File: src/rtl/msw_pkg.sv
// Package: shared encodings for the message switch.
// Assumes: 2-bit class field on every port; 2-bit configuration selector.
package msw_pkg;

    typedef enum logic [1:0] {
        CLS_IDLE  = 2'b00,
        CLS_READ  = 2'b01,
        CLS_WRITE = 2'b10,
        CLS_MGMT  = 2'b11
    } msg_cls_e;

    typedef enum logic [1:0] {
        CFG_BASE  = 2'd0,
        CFG_LIMIT = 2'd1,
        CFG_MGR   = 2'd2,
        CFG_ID    = 2'd3
    } cfg_sel_e;

endpackage

File: src/rtl/msw_cfg.sv
// Module: staged configuration store for the switch.
// Holds a staging copy and a live copy of the port windows, the manager
// port and the switch identifier. Writes land in the staging copy; the
// live copy takes it over on an edge where the switch is not busy.
// Assumes: IDW <= AW and PW <= AW; manager port values written are < NP.
module msw_cfg
    import msw_pkg::*;
#(
    parameter int NP  = 4,
    parameter int AW  = 16,
    parameter int IDW = 8,
    localparam int PW = (NP > 1) ? $clog2(NP) : 1
) (
    input  logic                   clk,
    input  logic                   rst_n,
    input  logic                   cfg_wr,
    input  logic [1:0]             cfg_sel,
    input  logic [PW-1:0]          cfg_idx,
    input  logic [AW-1:0]          cfg_data,
    input  logic                   busy,
    output logic [NP-1:0][AW-1:0]  base_o,
    output logic [NP-1:0][AW-1:0]  limit_o,
    output logic [PW-1:0]          mgr_o,
    output logic [IDW-1:0]         id_o
);

    logic [NP-1:0][AW-1:0] stg_base, stg_limit;
    logic [PW-1:0]         stg_mgr;
    logic [IDW-1:0]        stg_id;

    // Purpose: capture configuration writes into the staging copy.
    always_ff @(posedge clk) begin
        if (!rst_n) begin
            stg_base  <= {NP{{AW{1'b1}}}};
            stg_limit <= '0;
            stg_mgr   <= '0;
            stg_id    <= '0;
        end else if (cfg_wr) begin
            case (cfg_sel)
                CFG_BASE:  stg_base[cfg_idx]  <= cfg_data;
                CFG_LIMIT: stg_limit[cfg_idx] <= cfg_data;
                CFG_MGR:   stg_mgr            <= cfg_data[PW-1:0];
                default:   stg_id             <= cfg_data[IDW-1:0];
            endcase
        end
    end

    // Purpose: commit the staging copy only between messages.
    always_ff @(posedge clk) begin
        if (!rst_n) begin
            base_o  <= {NP{{AW{1'b1}}}};
            limit_o <= '0;
            mgr_o   <= '0;
            id_o    <= '0;
        end else if (!busy) begin
            base_o  <= stg_base;
            limit_o <= stg_limit;
            mgr_o   <= stg_mgr;
            id_o    <= stg_id;
        end
    end

    AST_CFG_FROZEN: assert property (@(posedge clk) disable iff (!rst_n)
        busy |=> ($stable(base_o) && $stable(limit_o) && $stable(mgr_o) && $stable(id_o)));

endmodule

File: src/rtl/msw_route.sv
// Module: destination lookup for one input port.
// Compares the destination with every port window, picks the lowest
// matching index, and redirects management responses and stray messages
// to the manager port. Flags a drop when the result is the arrival port.
// Assumes: windows are inclusive at both ends; SELF is this input's index.
module msw_route
    import msw_pkg::*;
#(
    parameter int NP   = 4,
    parameter int AW   = 16,
    parameter int SELF = 0,
    localparam int PW  = (NP > 1) ? $clog2(NP) : 1
) (
    input  logic [1:0]             cls,
    input  logic [AW-1:0]          addr,
    input  logic                   resp_flag,
    input  logic [NP-1:0][AW-1:0]  base,
    input  logic [NP-1:0][AW-1:0]  limit,
    input  logic [PW-1:0]          mgr,
    output logic                   req_o,
    output logic                   drop_o,
    output logic [PW-1:0]          tgt_o
);

    localparam logic [PW-1:0] SELF_IDX = PW'(SELF);

    logic [NP-1:0] hit;
    logic          found;
    logic [PW-1:0] hit_idx;
    logic          active;
    logic          is_resp;
    logic [PW-1:0] cand;

    // Purpose: compare the destination against every window.
    always_comb begin
        for (int j = 0; j < NP; j++) begin
            hit[j] = (addr >= base[j]) && (addr <= limit[j]);
        end
    end

    // Purpose: lowest matching window wins.
    always_comb begin
        found   = 1'b0;
        hit_idx = '0;
        for (int j = NP - 1; j >= 0; j--) begin
            if (hit[j]) begin
                found   = 1'b1;
                hit_idx = PW'(j);
            end
        end
    end

    // Purpose: choose the output, steering responses and strays to the manager.
    always_comb begin
        active  = (cls != CLS_IDLE);
        is_resp = (cls == CLS_MGMT) && resp_flag;
        if (is_resp)
            cand = mgr;
        else if (found && (hit_idx != SELF_IDX))
            cand = hit_idx;
        else
            cand = mgr;
        tgt_o  = cand;
        drop_o = active && (cand == SELF_IDX);
        req_o  = active && (cand != SELF_IDX);
    end

endmodule

File: src/rtl/msw_arb.sv
// Module: round-robin arbiter for one output port.
// Grants one requesting input per cycle, searching from the input after
// the previous winner. The pointer moves only when a grant is issued.
// Assumes: requests are held by the inputs until granted.
module msw_arb #(
    parameter int NP  = 4,
    localparam int PW = (NP > 1) ? $clog2(NP) : 1
) (
    input  logic          clk,
    input  logic          rst_n,
    input  logic [NP-1:0] req,
    output logic [NP-1:0] gnt
);

    logic [PW-1:0] ptr;
    logic [PW-1:0] win;
    logic          any;

    // Purpose: find the first requester at or after the pointer.
    always_comb begin
        gnt = '0;
        win = '0;
        any = 1'b0;
        for (int k = 0; k < NP; k++) begin
            int c;
            c = int'(ptr) + k;
            if (c >= NP) c = c - NP;
            if (!any && req[c]) begin
                any    = 1'b1;
                gnt[c] = 1'b1;
                win    = PW'(c);
            end
        end
    end

    // Purpose: advance the pointer past the last winner.
    always_ff @(posedge clk) begin
        if (!rst_n)
            ptr <= '0;
        else if (any)
            ptr <= (win == PW'(NP - 1)) ? '0 : win + 1'b1;
    end

    AST_ONE_GRANT: assert property (@(posedge clk) disable iff (!rst_n)
        $onehot0(gnt));
    AST_GNT_HAS_REQ: assert property (@(posedge clk) disable iff (!rst_n)
        (gnt & ~req) == '0);

endmodule

File: src/rtl/msg_switch.sv
// Module: four-port message switch, top level.
// Each input gets a route lookup; each output gets a round-robin arbiter
// and a register stage. Inputs that lose arbitration see in_ready low and
// must hold their message. Configuration goes through a staged store.
// Assumes: outputs are never back-pressured by the next hop.
module msg_switch
    import msw_pkg::*;
#(
    parameter int NP  = 4,
    parameter int AW  = 16,
    parameter int DW  = 32,
    parameter int IDW = 8,
    localparam int PW = (NP > 1) ? $clog2(NP) : 1
) (
    input  logic             clk,
    input  logic             rst_n,
    input  logic [NP*2-1:0]  in_cls,
    input  logic [NP*AW-1:0] in_addr,
    input  logic [NP*DW-1:0] in_data,
    output logic [NP-1:0]    in_ready,
    output logic [NP*2-1:0]  out_cls,
    output logic [NP*AW-1:0] out_addr,
    output logic [NP*DW-1:0] out_data,
    input  logic             cfg_wr,
    input  logic [1:0]       cfg_sel,
    input  logic [PW-1:0]    cfg_idx,
    input  logic [AW-1:0]    cfg_data,
    output logic [IDW-1:0]   sw_id
);

    logic [NP-1:0][1:0]    cls_a;
    logic [NP-1:0][AW-1:0] addr_a;
    logic [NP-1:0][DW-1:0] data_a;

    logic [NP-1:0][1:0]    ocls_q;
    logic [NP-1:0][AW-1:0] oaddr_q;
    logic [NP-1:0][DW-1:0] odata_q;

    logic [NP-1:0][AW-1:0] win_base, win_limit;
    logic [PW-1:0]         mgr_port;

    logic [NP-1:0]          rt_req, rt_drop;
    logic [NP-1:0][PW-1:0]  rt_tgt;
    logic [NP-1:0][NP-1:0]  req_m;   // [output][input]
    logic [NP-1:0][NP-1:0]  gnt_m;   // [output][input]
    logic                   busy;

    assign cls_a    = in_cls;
    assign addr_a   = in_addr;
    assign data_a   = in_data;
    assign out_cls  = ocls_q;
    assign out_addr = oaddr_q;
    assign out_data = odata_q;

    // Purpose: the switch is busy while any input presents a message.
    always_comb begin
        busy = 1'b0;
        for (int i = 0; i < NP; i++) busy |= (cls_a[i] != CLS_IDLE);
    end

    msw_cfg #(.NP(NP), .AW(AW), .IDW(IDW)) cfg_i (
        .clk      (clk),
        .rst_n    (rst_n),
        .cfg_wr   (cfg_wr),
        .cfg_sel  (cfg_sel),
        .cfg_idx  (cfg_idx),
        .cfg_data (cfg_data),
        .busy     (busy),
        .base_o   (win_base),
        .limit_o  (win_limit),
        .mgr_o    (mgr_port),
        .id_o     (sw_id)
    );

    for (genvar i = 0; i < NP; i++) begin : g_in
        msw_route #(.NP(NP), .AW(AW), .SELF(i)) route_i (
            .cls       (cls_a[i]),
            .addr      (addr_a[i]),
            .resp_flag (data_a[i][DW-1]),
            .base      (win_base),
            .limit     (win_limit),
            .mgr       (mgr_port),
            .req_o     (rt_req[i]),
            .drop_o    (rt_drop[i]),
            .tgt_o     (rt_tgt[i])
        );
    end

    // Purpose: spread each input's request onto its target output.
    always_comb begin
        for (int o = 0; o < NP; o++) begin
            for (int i = 0; i < NP; i++) begin
                req_m[o][i] = rt_req[i] && (rt_tgt[i] == PW'(o));
            end
        end
    end

    // Purpose: accept idle, dropped and granted inputs; hold the rest.
    always_comb begin
        for (int i = 0; i < NP; i++) begin
            logic granted;
            granted = 1'b0;
            for (int o = 0; o < NP; o++) granted |= gnt_m[o][i];
            in_ready[i] = (cls_a[i] == CLS_IDLE) || rt_drop[i] || granted;
        end
    end

    for (genvar o = 0; o < NP; o++) begin : g_out
        logic [PW-1:0] src;
        logic          sel_any;

        msw_arb #(.NP(NP)) arb_i (
            .clk   (clk),
            .rst_n (rst_n),
            .req   (req_m[o]),
            .gnt   (gnt_m[o])
        );

        // Purpose: turn the one-hot grant into a source index.
        always_comb begin
            src     = '0;
            sel_any = 1'b0;
            for (int i = 0; i < NP; i++) begin
                if (gnt_m[o][i]) begin
                    src     = PW'(i);
                    sel_any = 1'b1;
                end
            end
        end

        // Purpose: register the granted message onto this output.
        always_ff @(posedge clk) begin
            if (!rst_n) begin
                ocls_q[o]  <= CLS_IDLE;
                oaddr_q[o] <= '0;
                odata_q[o] <= '0;
            end else if (sel_any) begin
                ocls_q[o]  <= cls_a[src];
                oaddr_q[o] <= addr_a[src];
                odata_q[o] <= data_a[src];
            end else begin
                ocls_q[o]  <= CLS_IDLE;
                oaddr_q[o] <= '0;
                odata_q[o] <= '0;
            end
        end

        AST_IDLE_NOT_ROUTED: assert property (@(posedge clk) disable iff (!rst_n)
            (ocls_q[o] != CLS_IDLE) |-> $past(busy));
        AST_NO_ECHO: assert property (@(posedge clk) disable iff (!rst_n)
            !gnt_m[o][o]);
        AST_RESP_TO_MGR: assert property (@(posedge clk) disable iff (!rst_n)
            ((ocls_q[o] == CLS_MGMT) && odata_q[o][DW-1]) |-> (PW'(o) == $past(mgr_port)));
    end

endmodule

File: config.mk
export PLATFORM = sky130hd
export DESIGN_NAME = msg_switch
export DESIGN_NICKNAME = d
export VERILOG_FILES = /design/src/rtl/msw_pkg.sv /design/src/rtl/msw_cfg.sv /design/src/rtl/msw_route.sv /design/src/rtl/msw_arb.sv /design/src/rtl/msg_switch.sv
export SDC_FILE = /design/constraint.sdc
export NUM_CORES = 2
export LEC_CHECK = 0
export BUFFER_PORTS_ARGS = -buffer_cell sky130_fd_sc_hd__buf_2
export CAP_MARGIN = 20
export CELL_PAD_IN_SITES_DETAIL_PLACEMENT = 0
export CELL_PAD_IN_SITES_GLOBAL_PLACEMENT = 1
export CORE_MARGIN = 3
export CORE_UTILIZATION = 49
export CTS_BUF_LIST = sky130_fd_sc_hd__clkbuf_4
export DETAILED_ROUTE_END_ITERATION = 10
export GPL_TIMING_DRIVEN = 1
export PLACE_DENSITY_LB_ADDON = 0.2
export SYNTH_ARGS = -nofsm -noshare
export SYNTH_HDL_FRONTEND = slang
export SYNTH_SLANG_ARGS = --single-unit
File: constraint.sdc
create_clock -name clk -period 12.1 [get_ports clk]
set_input_delay 0.605 -clock clk [delete_from_list [all_inputs] [get_ports clk]]
set_output_delay 0.605 -clock clk [all_outputs]
set_load 0.01 [all_outputs]
==> metrics <==
status complete, but fails checks; failing checks design-rule violations; critical setup path kind primary input to flop; setup_tns 0 ps; initial antenna violation count 22; Synth async-reset ratio 0; Antenna Nets Post-Route 0; Clk pin slew, worst setup/hold paths 70 ps; Fin. Hold Viols 0; Slew Limit Headroom 0.248; die span in x 269 µm; Post-CTS Setup Bufs 0; cts repair resizes 0; register area 9690 µm²; Initial Utilization 0.500; clock buffer depth 3; M1 GR Usage 0.490; met2 Usage GRT 0.628; CP Cell Sequence dlygate4sd3_1, buf_2, inv_1, ha_1, nor2b_1, o21ai_0, a211oi_1, o31ai_1, o22a_1, a211oi_2, nor3_1, nor3_1, a22o_1, nand2_1, a221o_2, buf_4, nor3_2, buf_4, a22oi_1, dlygate4sd3_1, a21oi_1, dlygate4sd3_1; Synth warnings 0; CORE AREA 68000 µm²; DRC viols 2; Net count, final 5625; detailed-route wire length per cell 25.6 µm; Root Driver clkbuf_4; initial DRC count 4516; detailed-route vias per instance 6.25; setup violators final 0; Slew Viols, Final 0; synth unique cells 94; crit path buf inv count 7; Mapped Avg Cell Area 7.93 µm²; Die Height 269 µm; worst vdd ir 0.0000797 V; row cnt 95; hpwl dp 100000 µm; Num CTS Buffers 136; Req. time, crit path 13070 ps; Worst Tran Pin Value 1130 ps; Critical Path Fanout Max 45; area grow syn2layout 20.8%; busiest metal layer after global routing met2; register area share after synthesis 0.285; RSZ-0062 raised after global routing no; period utilisation layout 0.647; clk sinks 484; pwr dens 104 nW/µm²; Leakage 0.0186 µW; H-tree depth 4; vias in the first global route 35200; top cells by area, synth dfxtp_1 (29%), ha_1 (19%), nand2_1 (7.3%); r2r setup slk 4370 ps; Fmax achieved 128 MHz; met3 Resource Use GR 0.0965; slowest stage delay, CP 840 ps; Critical Path AT 8810 ps; Synth top area share 0.285; TritonCTS clock tree yes; reg2reg path depth 20; number of enable flip-flop cells after synthesis 0; GRT Total Usage 0.402; Synth Instances 4285; io pins 435; Pre-antenna DRT Iters 11; worst hold path type primary input to flop; hold_buf cts 265; Final Wtd Congestion 1.01; pin count of the biggest net entering global routing 199; synthesized flop and latch total 484; Multi-input gate area 22500 µm²; first-pass GRT wire length 224000 µm; critical path endpoint category flop; synth cell count leaders nand2_1 (657), ha_1 (512), dfxtp_1 (484); Post-Syn Area 34000 µm²; top_reg_cell synth dfxtp_1; share of cells above drive strength 1 0.150; final design utilization 0.604; CP Launch Type primary input; IO Port Bufs 434; cell count along the critical path 22; post-synth top area cell dfxtp_1; Layout fillers 6335; Max-Cap Viols 0; crit path from in_addr[48]; worst reg2reg endpoint out_data[55]$_SDFF_PN0_; Final min period 7830 ps; Die Area 72600 µm²; RR Startpoint cfg_i.base_o[34]$_SDFFE_PN1N_; cell family with most CP delay buffers and inverters; Clock Latency Late Sink 1040 ps; Slowest-stage cell, CP a211oi_1; cell with the most instances after synthesis nand2_1; post-synth net total 5020; clock skew 72.8 ps; DR vias 37000; most frequent CP cell dlygate4sd3_1; remaining global-route overflow 0; Total Wirelength 151000 µm; worst setup path endpoint out_data[55]$_SDFF_PN0_
## sequential cells by signal, indices dropped and copies added (netlist names)
signal           cells
out_cls              8
cfg_i.stg_id         8
cfg_i.id_o           8
cfg_i.base_o        64
out_addr            64
cfg_i.stg_base      64
cfg_i.stg_limit     64
cfg_i.mgr_o          2
out_data           128
cfg_i.limit_o       64
g_out.arb_i.ptr      8
cfg_i.stg_mgr        2
## routing by layer
layer | vias to the layer above | wire (µm)
li1 | 17000 | -
met3 | 588 | 15100
met4 | 2 | 11700
met1 | 17300 | 58000
met5 | - | 15
met2 | 2158 | 66600
## worst reg2reg max path, stage by stage, from the launching register on
cell	delay, ps
dfxtp_1	300
inv_1	160
ha_1	280
a211oi_1	230
o21ai_0	120
a211oi_1	840
o31ai_1	170
o22a_1	300
a211oi_2	430
nor3_1	230
nor3_1	520
a22o_1	280
nand2_1	150
a221o_2	540
buf_4	360
nor3_2	520
buf_4	630
a22oi_1	190
dlygate4sd3_1	630
a21oi_1	190
dlygate4sd3_1	580
## cells in the final DEF, fill, tap and decap left out, types with 59 or more instances in the layout
cell type      count
nand2_1          655
ha_1             512
dfxtp_1          484
buf_2            433
a21oi_1          429
dlygate4sd3_1    265
inv_1            202
clkbuf_4         186
o21ai_0          164
and2_1           153
nand3_1          138
o211ai_1         133
nor2_1           132
nand4_1          117
a22oi_1          101
nor3_1            89
o21a_1            66
a21o_1            61
and3_1            59
## cell families after synthesis
logic type,after synthesis,share of synthesized area
adder cells (fa/ha/maj),513,0.189
AO/OA/AOI/OAI,1289,0.251
multiplexers,18,0.00541
AND/OR/NAND/NOR,1502,0.213
XOR/XNOR,1,0.000258
flip-flops,484,0.285
buffers and inverters,478,0.0564
## area by class of cell
cell class / instances / share of cell area
flip-flops and latches: 484 / 0.236
inverters: 206 / 0.0189
repair buffers: 739 / 0.125
clock inverters: 40 / 0.00716
diodes: 23 / 0.00140
well taps: 921 / 0.0281
multi-input cells: 3323 / 0.549
clock buffers: 186 / 0.0340
## worst min-delay path by stage
stage | cells after the start | slack, ps | from | to
final | 3 | 90 | in_data[41] | out_data[9]$_SDFF_PN0_
after global routing | 3 | 40 | in_data[41] | out_data[9]$_SDFF_PN0_
after CTS | 4 | 2 | in_data[41] | out_data[41]$_SDFF_PN0_
after detailed placement | 2 | 440 | cfg_i.stg_limit[42]$_SDFFE_PN0P_ | cfg_i.limit_o[42]$_SDFFE_PN0N_
after global placement | 2 | 440 | cfg_i.stg_limit[24]$_SDFFE_PN0P_ | cfg_i.limit_o[24]$_SDFFE_PN0N_
after floorplan | 2 | 430 | cfg_i.stg_id[0]$_SDFFE_PN0P_ | cfg_i.id_o[0]$_SDFFE_PN0N_
## per-stage QoR
step | total power, µW | hold WS [ps] | setup WS, ps | cells | area, µm²
after global placement | 2620 | 438 | 5080 | 5407 | 36600
after CTS | 4240 | 2.42 | 4490 | 5898 | 41000
final | 4260 | 85.2 | 4270 | 5922 | 41100
after detailed placement | 2630 | 441 | 5080 | 5407 | 36600
after global routing | 4440 | 41.7 | 4130 | 5916 | 41000
after floorplan | 2240 | 432 | 6940 | 4285 | 34000
## power breakdown
part	internal (µW)	switching (µW)	leakage (µW)
Combinational	366	638	0.0137
Clock	797	767	0.000986
Sequential	1660	32.1	0.00392
Total	2830	1440	0.0186
No activity file was read; power rests on OpenSTA's default activity.
